<file path="src/rtl/sram_burst_pkg.sv">
package sram_burst_pkg;
  typedef enum logic [3:0] {
    CMD_STALL,
    CMD_SLEEP,
    CMD_WAKE,
    CMD_DESEL,
    CMD_DESEL_CONT,
    CMD_RD_BEGIN,
    CMD_RD_CONT,
    CMD_WR_BEGIN,
    CMD_WR_CONT,
    CMD_WA_BEGIN,
    CMD_WA_CONT
  } cmd_e;

  typedef enum logic [1:0] {
    BT_NONE,
    BT_READ,
    BT_WRITE
  } burst_e;
endpackage

</file>
<file path="src/rtl/sram_cmd_decode.sv">
module sram_cmd_decode
  import sram_burst_pkg::*;
#(
  parameter int LANES = 4
) (
  input  logic             ce1_ni,
  input  logic             ce2_i,
  input  logic             ce3_ni,
  input  logic             adv_ld_i,
  input  logic             we_ni,
  input  logic [LANES-1:0] bw_ni,
  input  logic             cen_ni,
  input  logic             zz_i,
  input  logic             wake_busy_i,
  input  burst_e           btype_i,
  output cmd_e             cmd_o
);
  logic desel;
  logic no_lane;

  assign desel   = ce1_ni | ce3_ni | ~ce2_i;
  assign no_lane = &bw_ni;

  // priority: sleep > wake hold > stall > load > continue
  always_comb begin
    if (zz_i)             cmd_o = CMD_SLEEP;
    else if (wake_busy_i) cmd_o = CMD_WAKE;
    else if (cen_ni)      cmd_o = CMD_STALL;
    else if (!adv_ld_i) begin
      if (desel)          cmd_o = CMD_DESEL;
      else if (we_ni)     cmd_o = CMD_RD_BEGIN;
      else if (no_lane)   cmd_o = CMD_WA_BEGIN;
      else                cmd_o = CMD_WR_BEGIN;
    end else begin
      case (btype_i)
        BT_READ:  cmd_o = CMD_RD_CONT;
        BT_WRITE: cmd_o = no_lane ? CMD_WA_CONT : CMD_WR_CONT;
        default:  cmd_o = CMD_DESEL_CONT;
      endcase
    end
  end
endmodule

</file>
<file path="src/rtl/sram_burst_ctr.sv">
module sram_burst_ctr #(
  parameter int ADDR_W     = 6,
  parameter int BURST_BITS = 2
) (
  input  logic              clk_i,
  input  logic              rst_ni,
  input  logic              load_i,
  input  logic              adv_i,
  input  logic              mode_i,
  input  logic [ADDR_W-1:0] addr_i,
  output logic [ADDR_W-1:0] addr_o
);
  logic [ADDR_W-1:0]     base_q;
  logic [BURST_BITS-1:0] cnt_q;
  logic [BURST_BITS-1:0] cnt_nxt;
  logic [BURST_BITS-1:0] lo;

  assign cnt_nxt = cnt_q + 1'b1;
  // interleaved order flips base bits; linear order adds
  assign lo      = mode_i ? (base_q[BURST_BITS-1:0] ^ cnt_nxt)
                          : (base_q[BURST_BITS-1:0] + cnt_nxt);
  assign addr_o  = load_i ? addr_i : {base_q[ADDR_W-1:BURST_BITS], lo};

  always_ff @(posedge clk_i or negedge rst_ni) begin
    if (!rst_ni) begin
      base_q <= '0;
      cnt_q  <= '0;
    end else if (load_i) begin
      base_q <= addr_i;
      cnt_q  <= '0;
    end else if (adv_i) begin
      cnt_q  <= cnt_nxt;
    end
  end

  AST_CNT_STEP: assert property (@(posedge clk_i) disable iff (!rst_ni)
    adv_i && !load_i |=> cnt_q == BURST_BITS'($past(cnt_q) + 1'b1));
  AST_LOAD_BASE: assert property (@(posedge clk_i) disable iff (!rst_ni)
    load_i |=> base_q == $past(addr_i) && cnt_q == '0);
endmodule

</file>
<file path="src/rtl/sram_word_array.sv">
module sram_word_array #(
  parameter int ADDR_W = 6,
  parameter int LANES  = 4
) (
  input  logic                 clk_i,
  input  logic [ADDR_W-1:0]    addr_i,
  input  logic [LANES-1:0]     wr_lane_i,
  input  logic [8*LANES-1:0]   wdata_i,
  output logic [8*LANES-1:0]   rdata_o
);
  localparam int DEPTH = 1 << ADDR_W;

  for (genvar g = 0; g < LANES; g++) begin : g_lane
    logic [7:0] lane_mem [DEPTH];

    always_ff @(posedge clk_i) begin
      if (wr_lane_i[g]) lane_mem[addr_i] <= wdata_i[8*g +: 8];
    end

    assign rdata_o[8*g +: 8] = lane_mem[addr_i];
  end
endmodule

</file>
<file path="src/rtl/sram_burst_ctrl.sv">
module sram_burst_ctrl
  import sram_burst_pkg::*;
#(
  parameter int ADDR_W      = 6,
  parameter int LANES       = 4,
  parameter int BURST_BITS  = 2,
  parameter int WAKE_CYCLES = 2
) (
  input  logic                 clk_i,
  input  logic                 rst_ni,
  input  logic                 ce1_ni,
  input  logic                 ce2_i,
  input  logic                 ce3_ni,
  input  logic                 adv_ld_i,
  input  logic                 we_ni,
  input  logic [LANES-1:0]     bw_ni,
  input  logic                 cen_ni,
  input  logic                 oe_ni,
  input  logic                 zz_i,
  input  logic                 burst_mode_i,
  input  logic [ADDR_W-1:0]    addr_i,
  input  logic [8*LANES-1:0]   dq_i,
  output logic [8*LANES-1:0]   dq_o,
  output logic                 dq_oe_o
);
  localparam int DW = 8 * LANES;
  localparam int WW = $clog2(WAKE_CYCLES + 1);

  cmd_e              cmd;
  burst_e            btype_q;
  logic              drive_q;
  logic [DW-1:0]     rdata_q;
  logic [DW-1:0]     mem_rdata;
  logic [WW-1:0]     wake_q;
  logic              wake_busy;
  logic              ctr_load;
  logic              ctr_adv;
  logic              is_wr;
  logic              is_wr_kind;
  logic [ADDR_W-1:0] cur_addr;
  logic [LANES-1:0]  wr_lane;

  assign wake_busy = (wake_q != '0);

  sram_cmd_decode #(.LANES(LANES)) u_decode (
    .ce1_ni      (ce1_ni),
    .ce2_i       (ce2_i),
    .ce3_ni      (ce3_ni),
    .adv_ld_i    (adv_ld_i),
    .we_ni       (we_ni),
    .bw_ni       (bw_ni),
    .cen_ni      (cen_ni),
    .zz_i        (zz_i),
    .wake_busy_i (wake_busy),
    .btype_i     (btype_q),
    .cmd_o       (cmd)
  );

  always_comb begin
    ctr_load   = (cmd == CMD_RD_BEGIN) || (cmd == CMD_WR_BEGIN);
    ctr_adv    = (cmd == CMD_RD_CONT) || (cmd == CMD_WR_CONT) || (cmd == CMD_WA_CONT);
    is_wr      = (cmd == CMD_WR_BEGIN) || (cmd == CMD_WR_CONT);
    is_wr_kind = is_wr || (cmd == CMD_WA_BEGIN) || (cmd == CMD_WA_CONT);
    wr_lane    = is_wr ? ~bw_ni : '0;
  end

  sram_burst_ctr #(.ADDR_W(ADDR_W), .BURST_BITS(BURST_BITS)) u_ctr (
    .clk_i  (clk_i),
    .rst_ni (rst_ni),
    .load_i (ctr_load),
    .adv_i  (ctr_adv),
    .mode_i (burst_mode_i),
    .addr_i (addr_i),
    .addr_o (cur_addr)
  );

  sram_word_array #(.ADDR_W(ADDR_W), .LANES(LANES)) u_mem (
    .clk_i     (clk_i),
    .addr_i    (cur_addr),
    .wr_lane_i (wr_lane),
    .wdata_i   (dq_i),
    .rdata_o   (mem_rdata)
  );

  // recovery window: counts edges after sleep, stalls included
  always_ff @(posedge clk_i or negedge rst_ni) begin
    if (!rst_ni)        wake_q <= '0;
    else if (zz_i)      wake_q <= WW'(WAKE_CYCLES);
    else if (wake_busy) wake_q <= wake_q - 1'b1;
  end

  always_ff @(posedge clk_i or negedge rst_ni) begin
    if (!rst_ni) begin
      btype_q <= BT_NONE;
      drive_q <= 1'b0;
      rdata_q <= '0;
    end else begin
      case (cmd)
        CMD_STALL: ;
        CMD_RD_BEGIN, CMD_RD_CONT: begin
          btype_q <= BT_READ;
          drive_q <= 1'b1;
          rdata_q <= mem_rdata;
        end
        CMD_WR_BEGIN, CMD_WR_CONT, CMD_WA_CONT: begin
          btype_q <= BT_WRITE;
          drive_q <= 1'b0;
        end
        default: begin
          btype_q <= BT_NONE;
          drive_q <= 1'b0;
        end
      endcase
    end
  end

  // output enable bypasses the clock; masked by write state and sleep
  assign dq_oe_o = drive_q & ~oe_ni & ~zz_i;
  assign dq_o    = rdata_q;

  AST_WR_NO_DRIVE: assert property (@(posedge clk_i) disable iff (!rst_ni)
    is_wr_kind |=> !dq_oe_o);
  AST_STALL_HOLD: assert property (@(posedge clk_i) disable iff (!rst_ni)
    cmd == CMD_STALL |=> $stable(rdata_q) && $stable(drive_q) && $stable(btype_q));
  AST_SLEEP_CLEAR: assert property (@(posedge clk_i) disable iff (!rst_ni)
    $fell(zz_i) |-> !drive_q && btype_q == BT_NONE);
  AST_WAKE_BLOCK: assert property (@(posedge clk_i) disable iff (!rst_ni)
    wake_busy && !zz_i |=> !drive_q);
  AST_DESEL_CONT: assert property (@(posedge clk_i) disable iff (!rst_ni)
    btype_q == BT_NONE && adv_ld_i && !cen_ni && !zz_i |=> !drive_q);
endmodule

</file>
<file path="config.mk">
export PLATFORM = sky130hd
export DESIGN_NAME = sram_burst_ctrl
export DESIGN_NICKNAME = d
export VERILOG_FILES = /design/src/rtl/sram_burst_pkg.sv /design/src/rtl/sram_cmd_decode.sv /design/src/rtl/sram_burst_ctr.sv /design/src/rtl/sram_word_array.sv /design/src/rtl/sram_burst_ctrl.sv
export SDC_FILE = /design/constraint.sdc
export NUM_CORES = 2
export LEC_CHECK = 0
export CAP_MARGIN = 20
export CORE_MARGIN = 2
export CORE_UTILIZATION = 34
export DETAILED_ROUTE_END_ITERATION = 10
export MAX_ROUTING_LAYER = met4
export PLACE_DENSITY_LB_ADDON = 0.15
export SLEW_MARGIN = 10
export SYNTH_ARGS = -nofsm -noshare
export SYNTH_HDL_FRONTEND = slang
export SYNTH_SLANG_ARGS = --single-unit
</file>
<file path="constraint.sdc">
create_clock -name clk_i -period 5.4 [get_ports clk_i]
set_input_delay 1.35 -clock clk_i [delete_from_list [all_inputs] [get_ports clk_i]]
set_output_delay 1.35 -clock clk_i [all_outputs]
set_load 0.05 [all_outputs]
</file>
==> impl_metrics.csv <==
group,metric,value,unit
sta,finalSetupViolCount,0,
sta,tns,0,ns
sta,worst_pin_slew,1.12,ns
logic_synthesis,syn-num-nets,5010,
logic_synthesis,synth_cell_types,72,
drt,ant_nets,0,
drt,viasPerCell,6.10,
global_route,antenna_found_initial,17,
drt,drtIter0Drc,8751,
logic_synthesis,ys_ff_latch,2093,
placed_design,place_congestion,0.957,
die,fp-row-count,179,
logic_synthesis,syn_area_per_cell,16.3,sq um
logic_synthesis,ys_seq_area_share,77.4,%
global_route,gr-total-overflow,0,
cts,clk_pin_slew,0.06,ns
flow_run,cap_violations,0,
die,start_util,34.1,%
logic_synthesis,synthFlopType,"edfxtp_1",
logic_synthesis,synth_mux_area_share,2.43,%
die,die-area,242000,sq um
logic_synthesis,synth_compound_gate_area_share,13.2,%
power_and_ir_drop,ir_worst_vdd,0.391,mV
logic_synthesis,yosysWarnings,0,
logic_synthesis,synth_top_family_by_area,"compound AO/OA/AOI/OAI gates",
sta,timing.final.max_slew_violations,0,
cts,post_cts_buffers,0,
placed_design,postPlaceCellArea,91300,sq um
cts,cts.root.buffer_cell,"clkbuf_16",
drt,vias,54700,
logic_synthesis,syn_inst,4952,
die,core,237000,sq um
die,ios,86,
final_layout,design_area,98300,sq um
power_and_ir_drop,cellPowerDensity,475,nW/um^2
setup_path,crit_fanout,32,
logic_synthesis,syn_area,80900,sq um
cts,cts_made_buffers,219,
drt,drt_first_pass_iters,8,
logic_synthesis,synth-simple-area-share,4.95,%
sta,slew_headroom,24.7,%
cts,cts_tree,"done",
setup_path,cp-start-kind,"primary input",
sta,finalCriticalPeriod,5.07,ns
cts,htree_levels,4,
min_path,min-delay-path-class,"flop to flop",
sta,finalClockSkew,0.0541,ns
drt,wl_per_cell,37.5,um
power_and_ir_drop,power_leakage,30.9,nW
cts,worstSkewPairLatency,0.90,ns
cts,cts_resized,0,
final_layout,area_growth,21.5,%
sta,holdWs,0.486,ns
global_route,grt_first_pass_wirelength,453,mm
sta,fmax,0.197,GHz
global_route,grt_max_degree,65,
drt,drt-total-wl,336,mm
setup_path,end_kind,"flop",
status,status,"finished clean",
die,fp.dieW,492,um
die,die_h,492,um
placed_design,place_hpwl,217,mm
sta,grt_setup_unrepaired,"no",
global_route,grt_pass1_vias,52300,
placed_design,io_buffer_count,85,
setup_path,worstPathArrival,5.78,ns
logic_synthesis,synth_fa_ha_area_share,0.0773,%
setup_path,required,6.11,ns
global_route,grt_usage,27.9,%
sta,period_share,93.9,%
final_layout,fin_nets,5657,
cts,clk_path_buf_depth,3,
final_layout,drive_gt1_share,20.8,%
logic_synthesis,synth_edf_count,2048,
logic_synthesis,post_synth_xor_area_fraction,0.0789,%
logic_synthesis,async_flop_share,2.15,%
cts,postCtsHoldBufs,0,
cts,clock-sinks,2093,
setup_path,path_class,"primary input to flop",
sta,hold_viol_final,0,
drt,drc,0,
==> final cells by class <==
type / instances / area, sq um
Fill cell: 21500 / 139000
Sequential cell: 2093 / 62600
Multi-Input combinational cell: 2490 / 17200
Timing Repair Buffer: 783 / 7560
Clock buffer: 288 / 5840
Tap cell: 3167 / 3960
Clock inverter: 124 / 1070
Inverter: 12 / 45.0
Antenna cell: 10 / 25.0
==> worst max-delay path, cell delays in order <==
cell             delay, ns
clkdlybuf4s50_1       0.47
or4b_1                0.65
a211oi_4              0.39
buf_12                0.28
mux2i_4               0.13
buf_12                0.24
buf_4                 0.24
a222oi_1              0.53
a31oi_1               0.31
nor4_1                0.96
a31oi_1               0.18
==> Yosys cell counts (10+ instances only) <==
| master | n | area (sq um) |
|---|---|---|
| a2111oi_0 | 17 | 149 |
| a21oi_1 | 129 | 646 |
| a221o_1 | 13 | 130 |
| a221oi_1 | 92 | 806 |
| a222oi_1 | 156 | 1560 |
| a22o_1 | 98 | 858 |
| a22oi_1 | 522 | 3920 |
| a31oi_1 | 184 | 1150 |
| a32oi_1 | 10 | 87.6 |
| and3_1 | 19 | 119 |
| buf_1 | 73 | 274 |
| buf_2 | 63 | 315 |
| clkbuf_1 | 215 | 807 |
| dfrtp_1 | 45 | 1130 |
| edfxtp_1 | 2048 | 61500 |
| inv_1 | 12 | 45.0 |
| mux2_2 | 106 | 1190 |
| mux2i_1 | 76 | 761 |
| nand2_1 | 259 | 972 |
| nand3_1 | 84 | 420 |
| nand4_1 | 44 | 275 |
| nor2_1 | 332 | 1250 |
| nor3_1 | 32 | 160 |
| nor3b_1 | 12 | 90.1 |
| nor4_1 | 40 | 250 |
| o21ai_0 | 78 | 390 |
| o22ai_1 | 21 | 131 |
| or4_1 | 10 | 75.1 |
==> placed cells by master, fill, tap and decap left out, types with 9 or more instances in the layout <==
cell,n
a2111oi_0,14
a21oi_1,128
a221o_1,13
a221oi_1,92
a222oi_1,156
a22o_1,98
a22oi_1,522
a31oi_1,184
a32oi_1,10
a41oi_1,9
and3_1,19
buf_12,131
buf_2,33
buf_4,567
bufinv_16,11
clkbuf_1,60
clkbuf_16,220
clkdlybuf4s50_1,52
clkinv_1,50
clkinv_2,40
dfrtp_1,45
diode_2,10
edfxtp_1,2048
inv_1,12
mux2_2,106
mux2i_1,67
mux2i_4,9
nand2_1,259
nand3_1,84
nand4_1,44
nor2_1,330
nor3_1,23
nor3_2,9
nor3b_1,10
nor4_1,39
o21ai_0,78
o221ai_1,9
o22ai_1,21
or4_1,10
==> kinds of logic after synthesis <==
| logic type | after synthesis |
|---|---|
| compound gates | 1416 |
| xor+xnor | 4 |
| fa+ha+maj | 5 |
| buf+inv | 369 |
| flops | 2093 |
| mux | 183 |
| simple gates | 882 |
==> metal layers <==
metal	vias up	global-route usage (%)	routed length [um]
li1	21900	-	-
met4	0	12.7	17100
met3	665	4.85	31800
met1	28600	38.4	140000
met2	3556	40.4	147000
met5	-	-	0
==> worst paths after layout <==
path                                    to  cells past startpoint  slack, ns       startpoint
max                               dq_o[13]                     11       0.33           ce3_ni
min                        u_ctr.base_q[0]                      2       0.49  u_ctr.base_q[0]
max reg2reg                       dq_o[13]                     12       0.69        wake_q[0]
min reg2reg                u_ctr.base_q[0]                      2       0.49  u_ctr.base_q[0]
max in group asynchronous          dq_o[3]                      2       3.80           rst_ni
min in group asynchronous         dq_o[29]                      1       0.57           rst_ni
==> state kept, by name, indices dropped and copies added, names as in the netlist <==
register and cells:
btype_q 2, dq_o 32, drive_q 1, u_ctr.base_q 6, u_ctr.cnt_q 2, u_mem.g_lane.lane_mem 2048, wake_q 2
==> through the flow <==
step / setup WS (ns) / std cells / utilization, % / power [mW]
CTS: 0.409 / 8955 / 41.4 / 46.6
global placement: -1.43 / 8541 / 38.5 / 32.1
finish: 0.332 / 8967 / 41.4 / 46.6
floorplan: 0.907 / 4952 / - / 24.9
global route: 0.295 / 8962 / 41.4 / 47.8
detailed placement: -0.497 / 8543 / 38.5 / 32.1
==> where the power goes <==
group	switching (mW)	leakage [nW]	internal (mW)
clock	6.51	3.36	8.16
combinational	8.94	8.55	4.77
sequential	0.296	19.0	18.0
Note: power is estimated with default switching activity, not from simulation.
